[config.mk]
export PLATFORM = sky130hd
export DESIGN_NAME = rtc_timebase
export DESIGN_NICKNAME = d
export VERILOG_FILES = /design/src/rtl/rtc_timebase_pkg.sv /design/src/rtl/rtc_tb_ctrl.sv /design/src/rtl/rtc_tb_dpath.sv /design/src/rtl/rtc_timebase.sv
export SDC_FILE = /design/constraint.sdc
export NUM_CORES = 1
export LEC_CHECK = 0
export ABC_AREA = 1
export BUFFER_PORTS_ARGS = -buffer_cell sky130_fd_sc_hd__buf_2
export CORE_ASPECT_RATIO = 2
export CORE_MARGIN = 5
export CORE_UTILIZATION = 60
export DETAILED_ROUTE_END_ITERATION = 12
export PLACE_DENSITY = 0.87
export SYNTH_ARGS = -nofsm -noshare
export SYNTH_HDL_FRONTEND = slang
export SYNTH_SLANG_ARGS = --single-unit
[constraint.sdc]
create_clock -name clk -period 2.7 [get_ports clk]
set_input_delay 0.27 -clock clk [delete_from_list [all_inputs] [get_ports clk]]
set_output_delay 0.27 -clock clk [all_outputs]
set_load 0.02 [all_outputs]
[src/rtl/rtc_timebase_pkg.sv]
package rtc_timebase_pkg;

  localparam logic [1:0] ADDR_A = 2'd0;
  localparam logic [1:0] ADDR_B = 2'd1;
  localparam logic [1:0] ADDR_C = 2'd2;

  localparam int A_UIP  = 7;
  localparam int B_SET  = 7;
  localparam int B_UIE  = 4;
  localparam int C_IRQF = 7;
  localparam int C_UF   = 4;

  localparam logic [2:0] DIV_RESET_VAL = 3'b010;
  localparam logic [2:0] DIV_RUN_MAX   = 3'b010;

  // strobes from control to datapath
  typedef struct packed {
    logic chainRun;  // divider field selects a running code
    logic advEn;     // time-freeze bit is clear
    logic loadHalf;  // release from hold: preload half-second phase
    logic clrUip;    // hold entry or release write
  } tbCtrl_t;

endpackage

[src/rtl/rtc_tb_ctrl.sv]
module rtc_tb_ctrl
  import rtc_timebase_pkg::*;
(
  input  logic       clk,
  input  logic       rstN,
  input  logic [1:0] regAddr,
  input  logic       regWr,
  input  logic       regRd,
  input  logic [7:0] regWdata,
  input  logic       tick,
  input  logic       uip,
  output tbCtrl_t    ctrl,
  output logic [7:0] regRdata,
  output logic       irq,
  output logic [2:0] divSel,
  output logic       setBit,
  output logic       uieBit,
  output logic       ufBit
);

  logic [3:0] rateSel;
  logic wrA, wrB, rdC;
  logic heldNow, heldNew, runNew;

  assign wrA = regWr && (regAddr == ADDR_A);
  assign wrB = regWr && (regAddr == ADDR_B);
  assign rdC = regRd && (regAddr == ADDR_C);

  assign heldNow = (divSel[2:1] == 2'b11);
  assign heldNew = (regWdata[6:5] == 2'b11);
  assign runNew  = (regWdata[6:4] <= DIV_RUN_MAX);

  always_comb begin
    ctrl.chainRun = (divSel <= DIV_RUN_MAX);
    ctrl.advEn    = !setBit;
    ctrl.loadHalf = wrA && heldNow && runNew;
    ctrl.clrUip   = wrA && (heldNew || (heldNow && runNew));
  end

  always_ff @(posedge clk or negedge rstN) begin
    if (!rstN) begin
      divSel  <= DIV_RESET_VAL;
      rateSel <= '0;
    end else if (wrA) begin
      divSel  <= regWdata[6:4];
      rateSel <= regWdata[3:0];
    end
  end

  always_ff @(posedge clk or negedge rstN) begin
    if (!rstN) begin
      setBit <= 1'b0;
      uieBit <= 1'b0;
    end else if (wrB) begin
      setBit <= regWdata[B_SET];
      uieBit <= regWdata[B_UIE] & ~regWdata[B_SET];
    end
  end

  // a boundary in the same cycle as a clearing read wins
  always_ff @(posedge clk or negedge rstN) begin
    if (!rstN)      ufBit <= 1'b0;
    else if (tick)  ufBit <= 1'b1;
    else if (rdC)   ufBit <= 1'b0;
  end

  assign irq = ufBit & uieBit;

  always_comb begin
    regRdata = '0;
    unique case (regAddr)
      ADDR_A: regRdata = {uip, divSel, rateSel};
      ADDR_B: begin
        regRdata[B_SET] = setBit;
        regRdata[B_UIE] = uieBit;
      end
      ADDR_C: begin
        regRdata[C_IRQF] = irq;
        regRdata[C_UF]   = ufBit;
      end
      default: regRdata = '0;
    endcase
  end

endmodule

[src/rtl/rtc_tb_dpath.sv]
module rtc_tb_dpath
  import rtc_timebase_pkg::*;
#(
  parameter int PHASE_W  = 15,
  parameter int UIP_LEAD = 8
) (
  input  logic    clk,
  input  logic    rstN,
  input  tbCtrl_t ctrl,
  output logic    tick,
  output logic    uip,
  output logic    secStrobe
);

  localparam logic [PHASE_W-1:0] PHASE_MAX = {PHASE_W{1'b1}};
  localparam logic [PHASE_W-1:0] PHASE_HALF = {1'b1, {(PHASE_W-1){1'b0}}};
  localparam logic [PHASE_W-1:0] UIP_AT = PHASE_MAX - PHASE_W'(UIP_LEAD);

  logic [PHASE_W-1:0] phase;
  logic uipStart;

  assign tick     = ctrl.chainRun && (phase == PHASE_MAX);
  assign uipStart = ctrl.chainRun && ctrl.advEn && (phase == UIP_AT);

  always_ff @(posedge clk or negedge rstN) begin
    if (!rstN)              phase <= '0;
    else if (ctrl.loadHalf) phase <= PHASE_HALF;
    else if (ctrl.chainRun) phase <= phase + 1'b1;
  end

  always_ff @(posedge clk or negedge rstN) begin
    if (!rstN)                     uip <= 1'b0;
    else if (ctrl.clrUip || tick)  uip <= 1'b0;
    else if (uipStart)             uip <= 1'b1;
  end

  always_ff @(posedge clk or negedge rstN) begin
    if (!rstN) secStrobe <= 1'b0;
    else       secStrobe <= tick && ctrl.advEn;
  end

endmodule

[src/rtl/rtc_timebase.sv]
module rtc_timebase
  import rtc_timebase_pkg::*;
#(
  parameter int PHASE_W  = 15,
  parameter int UIP_LEAD = 8
) (
  input  logic       clk,
  input  logic       rstN,
  input  logic [1:0] regAddr,
  input  logic       regWr,
  input  logic       regRd,
  input  logic [7:0] regWdata,
  output logic [7:0] regRdata,
  output logic       secStrobe,
  output logic       irq
);

  tbCtrl_t    ctrl;
  logic       tick;
  logic       uip;
  logic [2:0] divSel;
  logic       setBit;
  logic       uieBit;
  logic       ufBit;

  rtc_tb_ctrl u_ctrl (
    .clk      (clk),
    .rstN     (rstN),
    .regAddr  (regAddr),
    .regWr    (regWr),
    .regRd    (regRd),
    .regWdata (regWdata),
    .tick     (tick),
    .uip      (uip),
    .ctrl     (ctrl),
    .regRdata (regRdata),
    .irq      (irq),
    .divSel   (divSel),
    .setBit   (setBit),
    .uieBit   (uieBit),
    .ufBit    (ufBit)
  );

  rtc_tb_dpath #(
    .PHASE_W  (PHASE_W),
    .UIP_LEAD (UIP_LEAD)
  ) u_dpath (
    .clk       (clk),
    .rstN      (rstN),
    .ctrl      (ctrl),
    .tick      (tick),
    .uip       (uip),
    .secStrobe (secStrobe)
  );

endmodule

# == Word-level counts from Yosys, hierarchy flattened ==
# Cells that the tools add are included.
# word_totals
reg_bits,27
out_inout_bits,10
elab_cells,48
# op_classes
n_eq_ne,6
bitwise_logic,3
n_mux,10
n_lt_le_gt_ge,2
reduce_logical,18
add_sub_neg,1
# op_table
op,n
== test 15 bit (second input constant),2
two-way mux 15 bit,2
adder 15 x 1 -> 15 bit (second input constant),1
logical AND 1 bit,11
== test 2 bit (second input constant),3
<= comparator 3 x 2 -> 1 bit (second input constant),2
case mux 1 bit (3 select lines),2
nonzero test 2 bit,3
two-way mux 1 bit,4
two-way mux 4 bit,1
AND 1 bit,2
== test 2 x 1 -> 1 bit (second input constant),1
zero test 2 bit,1
logical OR 1 bit,2
two-way mux 2 bit,1
zero test 1 bit,1
inverter 1 bit,1

# == Logic depth before layout (Yosys ltp) ==
# logic_depth
depth_word,6
mapped_depth,8

# == Modules after synthesis ==
# A second synthesis with hierarchy kept.
# hier_totals
cells_unflattened,212
hier_area_um2,1560.2
# by_module_without_submodules
mod,area_each_um2,n_inst,cells_each,seq_area_each_um2
rtc_tb_dpath,1004.7,1,134,425.4
rtc_tb_ctrl,555.5,1,78,251.5

# == Worst setup path after synthesis ==
# OpenSTA, ideal clock, no wires.
# synth_timing
path_type,register -> register
from,register u_dpath.phase[0]
to,register u_dpath.phase[14]
required_ns,2.582
path_slack_ns,1.396
path_stages_with_launch,9
path_buffers,0
period_less_slack_ns,1.304
setup_time_ns,0.118
arrival_ns,1.186
cell_sequence,dfrtp_1 ha_1 nand2_1 nor2_4 nand3_2 nor2_1 nand2_1 nand2_1 nand2_1
# synth_between
elab_chain_cells,3
# synth_lines
item,line,source
from (decl),rtc_tb_dpath.sv:19,logic [PHASE_W-1:0] phase;
from (signal assigned),rtc_tb_dpath.sv:28,else if (ctrl.chainRun) phase <= phase + 1'b1;
adder 15 x 1 -> 15 bit,rtc_tb_dpath.sv:28,
two-way mux 15 bit,rtc_tb_dpath.sv:28,
two-way mux 15 bit,rtc_tb_dpath.sv:27,else if (ctrl.loadHalf) phase <= PHASE_HALF;
# Every way passes these cells. The select of a mux whose other input is x is not followed.
# A chain may end at the register's enable or synchronous reset.

# == Worst setup path after layout ==
# layout_timing
from,register u_ctrl.divSel[1]
to,register u_dpath.phase[4]
# layout_between
elab_chain_cells,4
# layout_lines
item,line,source
from (decl),rtc_tb_ctrl.sv:15,"output logic [2:0] divSel,"
from (signal assigned),rtc_tb_ctrl.sv:45,divSel <= regWdata[6:4];
branches (longest 4 deep; another with <= comparator 3 x 2 -> 1 bit),--,
# Several ways; the timed one is not identified.

==> results.md <==
* Worst Path Buf+Inv at 0
* Cts hold-fix bufs at 0
* Register area at ~680 um2
* Sw frac at 37.5%
* Post-CTS setup repair buffer count at 0
* Net Count, Synth at 222
* Max VDD drop at 606 uV
* Min Hold Slack at -10.5 ps
* Slowest stage delay, CP at 570 ps
* Initial Util at between 60% and 70%
* Crit path DAT at ~1700 ps
* Worst min path class: in2async
* Leakage at 0.884 nW
* Worst-Margin Slew at between 500 and 600 ps
* Share of cells above drive strength 1 at about a fifth
* Routability cong. at about 0.86
* DRC Markers at 0
* CTS H-tree depth at 1
* WL final at 3380 um
* CP Launch Type: flip-flop
* CTS sink count at 27
* R2R depth at 7
* TritonCTS clock tree: yes
* Worst path required time at approximately 2900 ps
* Synth Area in XOR/XNOR at 1.65%
* Register bit total from synthesis at 27
* Number of diodes at 0
* Critical Path Source: u_ctrl.divSel[1]$_DFFE_PN1P_
* Pin count of the biggest net entering global routing at 28
* Tmin final at between 1500 and 2000 ps
* 1st-iter DRT viols at 24
* Main combinational cell family by area after synthesis: simple AND/OR/NAND/NOR gates
* Synth Area in Compound Gates at a little over a tenth
* Chip height at 82.9 um
* Slew Limit Fails at 0
* IO Port Bufs at 23
* Synth Area in Adders at less than 1%
* Synth-to-layout area growth at 11.2%
* Comb pwr share at ~28%
* Ys Warns at 0
* Reg-to-reg critical path startpoint: u_ctrl.divSel[1]$_DFFE_PN1P_
* Fin. Hold Viols at 14
* Resized Gates After CTS at 0
* Fin Clk Skew at about 5.2 ps
* Rel. slew slack at roughly 60%
* Die area at 3850 um2
* CTS root buf: clkbuf_8
* WP depth at 7
* Final HPWL DP at about 2600 um
* FILL cells at approximately 210
* Clock power frac at around a fifth
* Antenna viol nets, final at 0
* Die W at 46.4 um
* Synth Cell Area at ~1600 um2
* Outcome: complete, but fails checks
* Max-Cap Viols at 0
* Mux contribution to synthesized area at 0%
* First-pass GRT wire length at between 5000 and 6000 um
* Internal at between 0.0006 and 0.0007 W
* Period utilization at 57.1%
* Std-Cell Rows at 26
* Seq pwr share at between 50% and 60%
* Commonest cells after routing, fill and taps aside: nand2_1 (52), nor2_1 (30), inv_1 (26), dfrtp_1 (26), buf_2 (23)
* Area of the multi-input gates at roughly 780 um2
* TritonCTS buffer count at 3
* Vias in the first global route at roughly 1400
* Most common cell after layout, fill and taps aside: nand2_1
* Count of final setup violators at 0
* Sequential area share after synthesis at 42.5%
* FMAX at roughly 650 MHz
* IO Pins at 24
* Clock Tree Buf Depth at 2
* Clock Latency Late Sink at 270 ps
* NetSw at around 0.00042 W
* RSZ-0062 raised after global routing: no
* GRT Overall Usage at between 15 and 20%
* Vias at between 1000 and 1500
* Failing checks: hold timing
* Critical path class: reg2reg
* Fin Setup TNS at 0 ps
* Nets at 248
* Worst Path Max Fanout at 13
* Routed wire length per instance at about 13 um
* Aggregate global routing overflow at 0
* Gate Count Post-Synth at 207
* Family with the most delay on the worst path: simple AND/OR/NAND/NOR gates
* Simple-gate area share of the yosys netlist at between 30% and 40%
* Post-synth cell types at 31
* Drt via density at ~5.4
* Reg clk slew, reported paths at 90 ps
* Mapped Avg Cell Area at approximately 7.7 um2
* Placeable core area at about 2600 um2
* Power per cell area at roughly 630 nW/um2
* CP Capture Type: flip-flop
* Critical Path, Cell by Cell: nand2_1 -> nor2_1 -> nand3_4 -> nand2_8 -> nand3_1 -> nand2_1 -> nor2_1
* Worst path slowest cell: dfstp_2
* Initial antenna violation count at 0
* Drt pass-1 iters at 4
-- per-stage QoR --
| step | total power, W | util [%] | instances | area [um2] | worst slack (ps) |
|---|---|---|---|---|---|
| 2_1_floorplan | 0.000787 | - | 207 | 1590 | 1400 |
| 3_3_place_gp | 0.000873 | 67.2 | 256 | 1730 | 1140 |
| 3_5_place_dp | 0.000882 | 67.2 | 256 | 1730 | 1130 |
| 4_1_cts | 0.00110 | 68.9 | 260 | 1770 | 1150 |
| 5_1_grt | 0.00118 | 68.9 | 260 | 1770 | 1060 |
| 6_report | 0.00111 | 68.9 | 260 | 1770 | 1160 |
-- metal layers --
layer	part of all wire (%)	wire, um	track usage, %	vias up
li1	-	-	-	707
met1	37	1260	22.8	654
met2	57	1920	33.3	49
met3	4.7	159	2.16	6
met4	1.2	40	8.03	0
met5	0	0	0	-
-- synth_stat cells --
cell type | instances | share of area [%]
a21oi_1 | 4 | 1.3
nor2_8 | 1 | 1.3
nor2_4 | 2 | 1.4
nand4_1 | 3 | 1.2
dfstp_2 | 1 | 1.6
o211ai_1 | 1 | 0.47
o21bai_1 | 1 | 0.47
nand3_2 | 3 | 1.9
nand3_1 | 18 | 5.7
nand3_4 | 1 | 1.1
inv_6 | 1 | 0.55
inv_1 | 26 | 6.1
a211oi_1 | 1 | 0.47
a21oi_4 | 1 | 1.0
nand2_2 | 1 | 0.39
ha_1 | 1 | 0.79
nand2_1 | 52 | 12
nor3_1 | 2 | 0.63
o21ai_1 | 3 | 0.94
dfrtp_1 | 26 | 41
o221ai_1 | 1 | 0.55
nand4_2 | 1 | 0.79
nand2_8 | 1 | 1.3
inv_2 | 4 | 0.94
xor2_1 | 3 | 1.6
o21ai_2 | 4 | 2.2
nand2_4 | 1 | 0.71
nor2_1 | 30 | 7.1
buf_6 | 1 | 0.71
o21ai_0 | 11 | 3.5
buf_2 | 1 | 0.31
-- power by group through the flow --
stage | Clock [W] | Combinational [W] | Sequential, W
finish | 0.000231 | 0.000311 | 0.000567
detailed placement | 0 | 0.000309 | 0.000573
floorplan | 0 | 0.000236 | 0.000552
global placement | 0 | 0.000304 | 0.000569
CTS | 0.000229 | 0.000311 | 0.000564
global route | 0.000249 | 0.000354 | 0.000580
-- worst reg2reg max path: cells and delay by family (launching register included) --
family / cells / cell delay, ps
flops: 1 / 570
simple gates: 7 / 870
-- layout make-up --
type | instances | area share, %
Tap cell | 28 | 1.98
Inverter | 31 | 6.85
Timing Repair Buffer | 23 | 6.50
Multi-Input combinational cell | 147 | 43.9
Sequential cell | 27 | 38.2
Clock buffer | 4 | 2.54
-- sequential cells by signal, summed over array words and instances, names as in the netlist --
| name | flops |
|---|---|
| u_ctrl.rateSel | 4 |
| u_dpath.phase | 15 |
| u_dpath.secStrobe | 1 |
| u_dpath.uip | 1 |
| u_ctrl.ufBit | 1 |
| u_ctrl.setBit | 1 |
| u_ctrl.uieBit | 1 |
| u_ctrl.divSel | 3 |
-- worst paths after layout --
kind / endpoint / slack, ps
max in group asynchronous: u_dpath.phase[6]$_DFFE_PN0P_ / 2310
worst min register to register: u_dpath.secStrobe$_DFF_PN0_ / 480
worst max-delay path: u_dpath.phase[4]$_DFFE_PN0P_ / 1160
worst max register to register: u_dpath.phase[4]$_DFFE_PN0P_ / 1160
min in group clk: u_ctrl.rateSel[3]$_DFFE_PN0P_ / 200
worst min-delay path: u_dpath.phase[12]$_DFFE_PN0P_ / -10
-- kinds of logic (layout without fill, tap and decap cells) --
kind of cell | after synthesis | in the layout
compound gates | 27 | 27
xor+xnor | 3 | 3
fa+ha+maj | 1 | 1
buf+inv | 33 | 58
flops | 27 | 27
simple gates | 116 | 116
Note: power is estimated with default switching activity, not from simulation.
